[src/rtl/seg_xlate_pkg.sv]
package seg_xlate_pkg;

  localparam int SEL_W  = 16;
  localparam int IDX_W  = 13;
  localparam int ADDR_W = 32;
  localparam int TYPE_W = 8;
  localparam int CODE_W = 3;

  typedef struct packed {
    logic [ADDR_W-1:0] base;
    logic [ADDR_W-1:0] limit;
    logic [TYPE_W-1:0] kind;
  } seg_desc_t;

  typedef enum logic [CODE_W-1:0] {
    FLT_NONE   = 3'd0,
    FLT_NULL   = 3'd1,
    FLT_BOUNDS = 3'd2,
    FLT_TYPE   = 3'd3,
    FLT_LIMIT  = 3'd4
  } seg_fault_e;

  typedef enum logic [1:0] {
    ACC_FETCH = 2'd0,
    ACC_READ  = 2'd1,
    ACC_WRITE = 2'd2,
    ACC_RSVD  = 2'd3
  } seg_acc_e;

  localparam logic [TYPE_W-1:0] TY_CODE = 8'h9A;
  localparam logic [TYPE_W-1:0] TY_DATA = 8'h92;

  // index field of a selector
  function automatic logic [IDX_W-1:0] sel_index(input logic [SEL_W-1:0] s);
    return s[SEL_W-1:3];
  endfunction

  // table bit of a selector: 1 = local table
  function automatic logic sel_is_local(input logic [SEL_W-1:0] s);
    return s[2];
  endfunction

  // which access kinds a type byte permits
  function automatic logic type_permits(input seg_acc_e acc, input logic [TYPE_W-1:0] ty);
    case (acc)
      ACC_FETCH: return ty == TY_CODE;
      ACC_READ:  return (ty == TY_CODE) || (ty == TY_DATA);
      ACC_WRITE: return ty == TY_DATA;
      default:   return 1'b0;
    endcase
  endfunction

  // base plus offset, wrapped to the linear width
  function automatic logic [ADDR_W-1:0] lin_sum(input logic [ADDR_W-1:0] b,
                                                input logic [ADDR_W-1:0] o);
    return b + o;
  endfunction

endpackage

[src/rtl/seg_desc_table.sv]
module seg_desc_table
  import seg_xlate_pkg::*;
#(
  parameter int DEPTH = 8
) (
  input  logic             clk,
  input  logic             rst_n,
  input  logic             wr_en,
  input  logic [IDX_W-1:0] wr_idx,
  input  seg_desc_t        wr_desc,
  input  logic [IDX_W-1:0] rd_idx,
  output seg_desc_t        rd_desc,
  output logic             rd_in_range
);

  localparam logic [IDX_W:0] DEPTH_X = (IDX_W+1)'(DEPTH);

  seg_desc_t entry_q [DEPTH];

  for (genvar g = 0; g < DEPTH; g++) begin : g_entry
    always_ff @(posedge clk) begin
      if (!rst_n)
        entry_q[g] <= '0;
      else if (wr_en && (wr_idx == IDX_W'(g)))
        entry_q[g] <= wr_desc;
    end
  end

  assign rd_in_range = {1'b0, rd_idx} < DEPTH_X;

  always_comb begin
    rd_desc = '0;
    for (int i = 0; i < DEPTH; i++)
      if (rd_idx == IDX_W'(i)) rd_desc = entry_q[i];
  end

endmodule

[src/rtl/seg_access_check.sv]
module seg_access_check
  import seg_xlate_pkg::*;
(
  input  logic              null_hit,
  input  logic              bound_miss,
  input  seg_desc_t         desc,
  input  seg_acc_e          acc,
  input  logic [ADDR_W-1:0] offset,
  output seg_fault_e        fault,
  output logic [ADDR_W-1:0] lin,
  output logic              type_bad,
  output logic              over_limit
);

  assign type_bad   = !type_permits(acc, desc.kind);
  assign over_limit = offset > desc.limit;

  always_comb begin
    if (null_hit)        fault = FLT_NULL;
    else if (bound_miss) fault = FLT_BOUNDS;
    else if (type_bad)   fault = FLT_TYPE;
    else if (over_limit) fault = FLT_LIMIT;
    else                 fault = FLT_NONE;
  end

  assign lin = (fault == FLT_NONE) ? lin_sum(desc.base, offset) : '0;

endmodule

[src/rtl/seg_xlate_unit.sv]
module seg_xlate_unit
  import seg_xlate_pkg::*;
#(
  parameter int GLB_DEPTH = 8,
  parameter int LOC_DEPTH = 16
) (
  input  logic              clk,
  input  logic              rst_n,
  input  logic              req_valid,
  output logic              req_ready,
  input  logic [SEL_W-1:0]  req_sel,
  input  logic [ADDR_W-1:0] req_off,
  input  logic [1:0]        req_kind,
  output logic              rsp_valid,
  input  logic              rsp_ready,
  output logic [ADDR_W-1:0] rsp_lin,
  output logic [CODE_W-1:0] rsp_fault,
  input  logic              wr_en,
  input  logic              wr_local,
  input  logic [IDX_W-1:0]  wr_idx,
  input  logic [ADDR_W-1:0] wr_base,
  input  logic [ADDR_W-1:0] wr_limit,
  input  logic [TYPE_W-1:0] wr_type
);

  // named internal events
  logic              accept;
  logic [IDX_W-1:0]  sel_idx;
  logic              sel_loc;
  logic              null_hit;
  logic              bound_miss;
  logic              glb_in, loc_in;
  seg_desc_t         glb_desc, loc_desc, pick_desc, new_desc;
  seg_fault_e        chk_fault;
  logic [ADDR_W-1:0] chk_lin;
  logic              type_bad, over_limit;

  assign sel_idx  = sel_index(req_sel);
  assign sel_loc  = sel_is_local(req_sel);
  assign null_hit = !sel_loc && (sel_idx == '0);
  assign new_desc = '{base: wr_base, limit: wr_limit, kind: wr_type};

  seg_desc_table #(.DEPTH(GLB_DEPTH)) u_glb (
    .clk(clk), .rst_n(rst_n),
    .wr_en(wr_en && !wr_local), .wr_idx(wr_idx), .wr_desc(new_desc),
    .rd_idx(sel_idx), .rd_desc(glb_desc), .rd_in_range(glb_in)
  );

  seg_desc_table #(.DEPTH(LOC_DEPTH)) u_loc (
    .clk(clk), .rst_n(rst_n),
    .wr_en(wr_en && wr_local), .wr_idx(wr_idx), .wr_desc(new_desc),
    .rd_idx(sel_idx), .rd_desc(loc_desc), .rd_in_range(loc_in)
  );

  assign pick_desc  = sel_loc ? loc_desc : glb_desc;
  assign bound_miss = sel_loc ? !loc_in : !glb_in;

  seg_access_check u_chk (
    .null_hit(null_hit), .bound_miss(bound_miss), .desc(pick_desc),
    .acc(seg_acc_e'(req_kind)), .offset(req_off),
    .fault(chk_fault), .lin(chk_lin),
    .type_bad(type_bad), .over_limit(over_limit)
  );

  assign req_ready = !rsp_valid || rsp_ready;
  assign accept    = req_valid && req_ready;

  always_ff @(posedge clk) begin
    if (!rst_n) begin
      rsp_valid <= 1'b0;
      rsp_lin   <= '0;
      rsp_fault <= '0;
    end else if (accept) begin
      rsp_valid <= 1'b1;
      rsp_lin   <= chk_lin;
      rsp_fault <= chk_fault;
    end else if (rsp_ready) begin
      rsp_valid <= 1'b0;
    end
  end

  // result held under backpressure
  a_r7_hold_result: assert property (@(posedge clk) disable iff (!rst_n)
    rsp_valid && !rsp_ready |=> rsp_valid && $stable(rsp_lin) && $stable(rsp_fault));

  // accepted request yields a response next cycle
  a_r7_one_cycle: assert property (@(posedge clk) disable iff (!rst_n)
    accept |=> rsp_valid);

  // null selector reported as code 1
  a_r1_null_fault: assert property (@(posedge clk) disable iff (!rst_n)
    accept && null_hit |=> rsp_fault == 3'd1);

  // out-of-table index reported as code 2 when not null
  a_r2_bounds_fault: assert property (@(posedge clk) disable iff (!rst_n)
    accept && !null_hit && bound_miss |=> rsp_fault == 3'd2);

  // faulted responses carry no address
  a_r5_fault_no_addr: assert property (@(posedge clk) disable iff (!rst_n)
    rsp_valid && rsp_fault != 3'd0 |-> rsp_lin == '0);

  // a clean result never exceeds the limit
  a_r4_within_limit: assert property (@(posedge clk) disable iff (!rst_n)
    accept && chk_fault == FLT_NONE |-> req_off <= pick_desc.limit);

  // a type mismatch never passes as success
  a_r3_type_gate: assert property (@(posedge clk) disable iff (!rst_n)
    accept && !null_hit && !bound_miss && type_bad |=> rsp_fault == 3'd3);

endmodule

[config.mk]
export PLATFORM = sky130hd
export DESIGN_NAME = seg_xlate_unit
export DESIGN_NICKNAME = d
export VERILOG_FILES = /design/src/rtl/seg_xlate_pkg.sv /design/src/rtl/seg_desc_table.sv /design/src/rtl/seg_access_check.sv /design/src/rtl/seg_xlate_unit.sv
export SDC_FILE = /design/constraint.sdc
export NUM_CORES = 2
export LEC_CHECK = 0
export BUFFER_PORTS_ARGS = -buffer_cell sky130_fd_sc_hd__buf_2
export CORE_ASPECT_RATIO = 0.8
export CORE_MARGIN = 2
export CORE_UTILIZATION = 50
export CTS_CLUSTER_DIAMETER = 120
export DETAILED_ROUTE_END_ITERATION = 10
export GPL_TIMING_DRIVEN = 0
export PLACE_DENSITY_LB_ADDON = 0.25
export SETUP_SLACK_MARGIN = 0.4
export SKIP_LAST_GASP = 1
export SLEW_MARGIN = 20
export SYNTH_ARGS = -nofsm -noshare
export SYNTH_HDL_FRONTEND = slang
export SYNTH_HIERARCHICAL = 1
export SYNTH_SLANG_ARGS = --single-unit
[constraint.sdc]
create_clock -name clk -period 20.6 [get_ports clk]
set_input_delay 4.12 -clock clk [delete_from_list [all_inputs] [get_ports clk]]
set_output_delay 4.12 -clock clk [all_outputs]
set_load 0.01 [all_outputs]
==> results.json <==
{
  "finalMaxSlewViolations": 0,
  "remaining_drc_errors": 0,
  "cts_num_sinks": 1764,
  "place_congestion": 1.09,
  "detailedPlace.worstSlack_ns": 8.28,
  "chipWidth_um": 465,
  "post-route-min-period_ns": 12.57,
  "crit_path_end": "rsp_lin[28]$_SDFFE_PN0P_",
  "cts_tree": "done",
  "r2r.worst_path.cells": 20,
  "worstHoldPathType": "flip-flop to flip-flop",
  "numPortBuffers": 175,
  "final_core_util": 0.579,
  "coreArea_um2": 169000,
  "reg2reg_slack_ns": 14.52,
  "cts_inserted_buffers": 179,
  "synth.avg_cell_area_um2": 12.5,
  "setup_ws_ns": 8.03,
  "synthToLayoutAreaGrowth_pct": 15.2,
  "detailroute.wirelength.met2_um": 158000,
  "finish.net_count": 7509,
  "dieHeight_um": 373,
  "static-leakage-power_nw": 34.8,
  "globalRoute.totalOverflow": 0,
  "outcome": "finished, final reports clean",
  "grt_max_degree": 25,
  "start_kind": "input pin",
  "avgRoutedWirePerCell_um": 42.2,
  "routed_via_density": 6.98,
  "initial_utilization": 0.503,
  "worst_ep_required_time_ns": 21.34,
  "layout_worst_path_cycle_share": 0.610,
  "cts_root_buffer": "sky130_fd_sc_hd__clkbuf_16",
  "drtPass1Iterations": 10,
  "postCtsHoldBufs": 0,
  "worst_skew_pair.late_latency_ns": 0.85,
  "number_of_antenna_violations_at_the_first_check_in_global_routing": 55,
  "vias_in_the_first_global_route": 61200,
  "count_of_pins_on_the_block_boundary": 178,
  "dr_total_vias": 67900,
  "global_route_wire_length_before_repair_um": 532000,
  "timing.setup.tns_ns": 0,
  "drt_wl_total_um": 410000,
  "cts_resized": 0,
  "place.detailed.hpwl_um": 306000,
  "maxUsedRoutingLayer": "met5",
  "rows": 135,
  "synth.cell_area_um2": 84900,
  "ys_warn_count": 6,
  "cts_buffer_depth": 3,
  "fillers": 13700,
  "report.final.hold_viol_count": 0,
  "r2r_end": "rsp_lin[28]$_SDFFE_PN0P_",
  "holdWs_ns": 0.458,
  "drive_above_1_share": 0.142,
  "cts-htree-levels": 4,
  "worst_clock_skew_ns": 0.0365,
  "max_freq_mhz": 79.6,
  "worst_slew_pin_slew_ns": 1.41,
  "synth_nets": 7018,
  "globalRouteTotalUtil": 0.462,
  "reg2reg_from": "u_loc/entry_q[1][541]$_SDFFCE_PN0P_",
  "crit_arrival_ns": 13.31,
  "met3_length_um": 78500,
  "non_filler_instances": 9723,
  "starting_drc_count_in_detailed_routing": 14400,
  "crit_path_max_fanout": 10,
  "timing_startpoint_of_the_critical_path": "req_sel[3]",
  "clk_transition_reported_paths_ns": 0.06,
  "path_class": "input pin to flip-flop",
  "postSynthCellCount": 6813,
  "cts_post_setup_buffers_inserted": 0,
  "peakVddDrop_v": 0.0000898,
  "rsz0062_at_grt": "false",
  "drv.max_cap_violation_count": 0,
  "cellPowerDensity_nw_per_um2": 82.3,
  "timing.slew.headroom": 0.0575,
  "placed_cells": 9382,
  "drt.antenna.violating_nets": 0,
  "floorplan.die_area_um2": 173000,
  "wirelength_met1_um": 145000,
  "setup_viol_count_final": 0,
  "cp_endpoint_kind": "flip-flop"
}
[sequential cells by signal (all words and copies together), names as in the netlist]
name	flops
rsp_lin	32
u_glb/entry_q	576
rsp_fault	3
rsp_valid	1
u_loc/entry_q	1152
[stage by stage]
stage	total power [W]	area [um^2]
after floorplan	0.00449	84900
after detailed placement	0.00486	92200
final	0.00805	97800
after global placement	0.00483	88600
after CTS	0.00798	97700
after global routing	0.00816	97800
[power by group]
part / switching, W / internal [W] / total [W]
registers: 0.0000555 / 0.00410 / 0.00416
logic: 0.000494 / 0.000178 / 0.000672
clock network: 0.00146 / 0.00176 / 0.00322
[routing by layer]
layer | vias to the layer above | track usage
li1 | 26100 | -
met1 | 33700 | 0.603
met2 | 6841 | 0.606
met3 | 1254 | 0.247
met4 | 32 | 0.261
met5 | - | 0.0110
[how the worst min path moves through the flow]
stage / from / to / depth (start not counted)
final: rsp_lin[12]$_SDFFE_PN0P_ / rsp_lin[12]$_SDFFE_PN0P_ / 2
after global routing: rsp_lin[7]$_SDFFE_PN0P_ / rsp_lin[7]$_SDFFE_PN0P_ / 2
after CTS: rsp_lin[25]$_SDFFE_PN0P_ / rsp_lin[25]$_SDFFE_PN0P_ / 2
after detailed placement: rsp_lin[12]$_SDFFE_PN0P_ / rsp_lin[12]$_SDFFE_PN0P_ / 2
after global placement: rsp_lin[6]$_SDFFE_PN0P_ / rsp_lin[6]$_SDFFE_PN0P_ / 2
after floorplan: rsp_fault[0]$_SDFFE_PN0P_ / rsp_fault[0]$_SDFFE_PN0P_ / 2
[area by class of cell]
| type | count | area [um^2] | share of cell area |
|---|---|---|---|
| multi-input cells | 4449 | 30100 | 0.308 |
| clock buffers | 228 | 4840 | 0.0495 |
| well taps | 2260 | 2830 | 0.0289 |
| repair buffers | 310 | 3990 | 0.0408 |
| inverters | 55 | 206 | 0.00211 |
| clock inverters | 91 | 701 | 0.00716 |
| diodes | 21 | 52.6 | 0.000537 |
| flip-flops and latches | 1764 | 52600 | 0.538 |
| plain buffers | 545 | 2440 | 0.0250 |
[critical path: stages]
cell and delay [ns]:
sky130_fd_sc_hd__buf_2 0.29, sky130_fd_sc_hd__buf_2 0.39, sky130_fd_sc_hd__buf_2 0.61, sky130_fd_sc_hd__buf_2 0.64, sky130_fd_sc_hd__nand2_1 0.93, sky130_fd_sc_hd__a21oi_1 1.34
sky130_fd_sc_hd__a221oi_1 0.49, sky130_fd_sc_hd__o221ai_1 0.42, sky130_fd_sc_hd__nand2_1 0.14, sky130_fd_sc_hd__mux2_2 0.28, sky130_fd_sc_hd__nor4bb_1 0.68, sky130_fd_sc_hd__nand3_1 0.95
sky130_fd_sc_hd__nor3_1 0.59, sky130_fd_sc_hd__nand2_1 0.20, sky130_fd_sc_hd__buf_6 0.19, sky130_fd_sc_hd__nor3_1 0.67, sky130_fd_sc_hd__nand2_1 0.14, sky130_fd_sc_hd__mux2i_1 0.19
[layout by cell type (no fill, tap or decap), types with 27 or more instances in the layout]
cell / count
sky130_fd_sc_hd__buf_6: 34
sky130_fd_sc_hd__mux4_2: 27
sky130_fd_sc_hd__buf_2: 303
sky130_fd_sc_hd__clkinv_1: 44
sky130_fd_sc_hd__mux2i_1: 206
sky130_fd_sc_hd__o21ai_1: 35
sky130_fd_sc_hd__mux2_2: 143
sky130_fd_sc_hd__clkbuf_2: 51
sky130_fd_sc_hd__edfxtp_1: 1728
sky130_fd_sc_hd__a21oi_1: 315
sky130_fd_sc_hd__a221oi_1: 48
sky130_fd_sc_hd__ha_1: 63
sky130_fd_sc_hd__o22ai_1: 169
sky130_fd_sc_hd__a21o_1: 37
sky130_fd_sc_hd__clkbuf_16: 186
sky130_fd_sc_hd__and2_1: 1738
sky130_fd_sc_hd__inv_1: 54
sky130_fd_sc_hd__a211oi_1: 38
sky130_fd_sc_hd__a22oi_1: 106
sky130_fd_sc_hd__buf_16: 95
sky130_fd_sc_hd__a22o_1: 54
sky130_fd_sc_hd__a31oi_1: 35
sky130_fd_sc_hd__dfxtp_1: 36
sky130_fd_sc_hd__a222oi_1: 27
sky130_fd_sc_hd__o221ai_1: 44
sky130_fd_sc_hd__nand2_1: 348
sky130_fd_sc_hd__nor2_1: 201
sky130_fd_sc_hd__nor3_1: 47
sky130_fd_sc_hd__o21ai_0: 206
sky130_fd_sc_hd__nand3_1: 44
sky130_fd_sc_hd__clkbuf_1: 365
No activity file was read; power rests on OpenSTA's default activity.
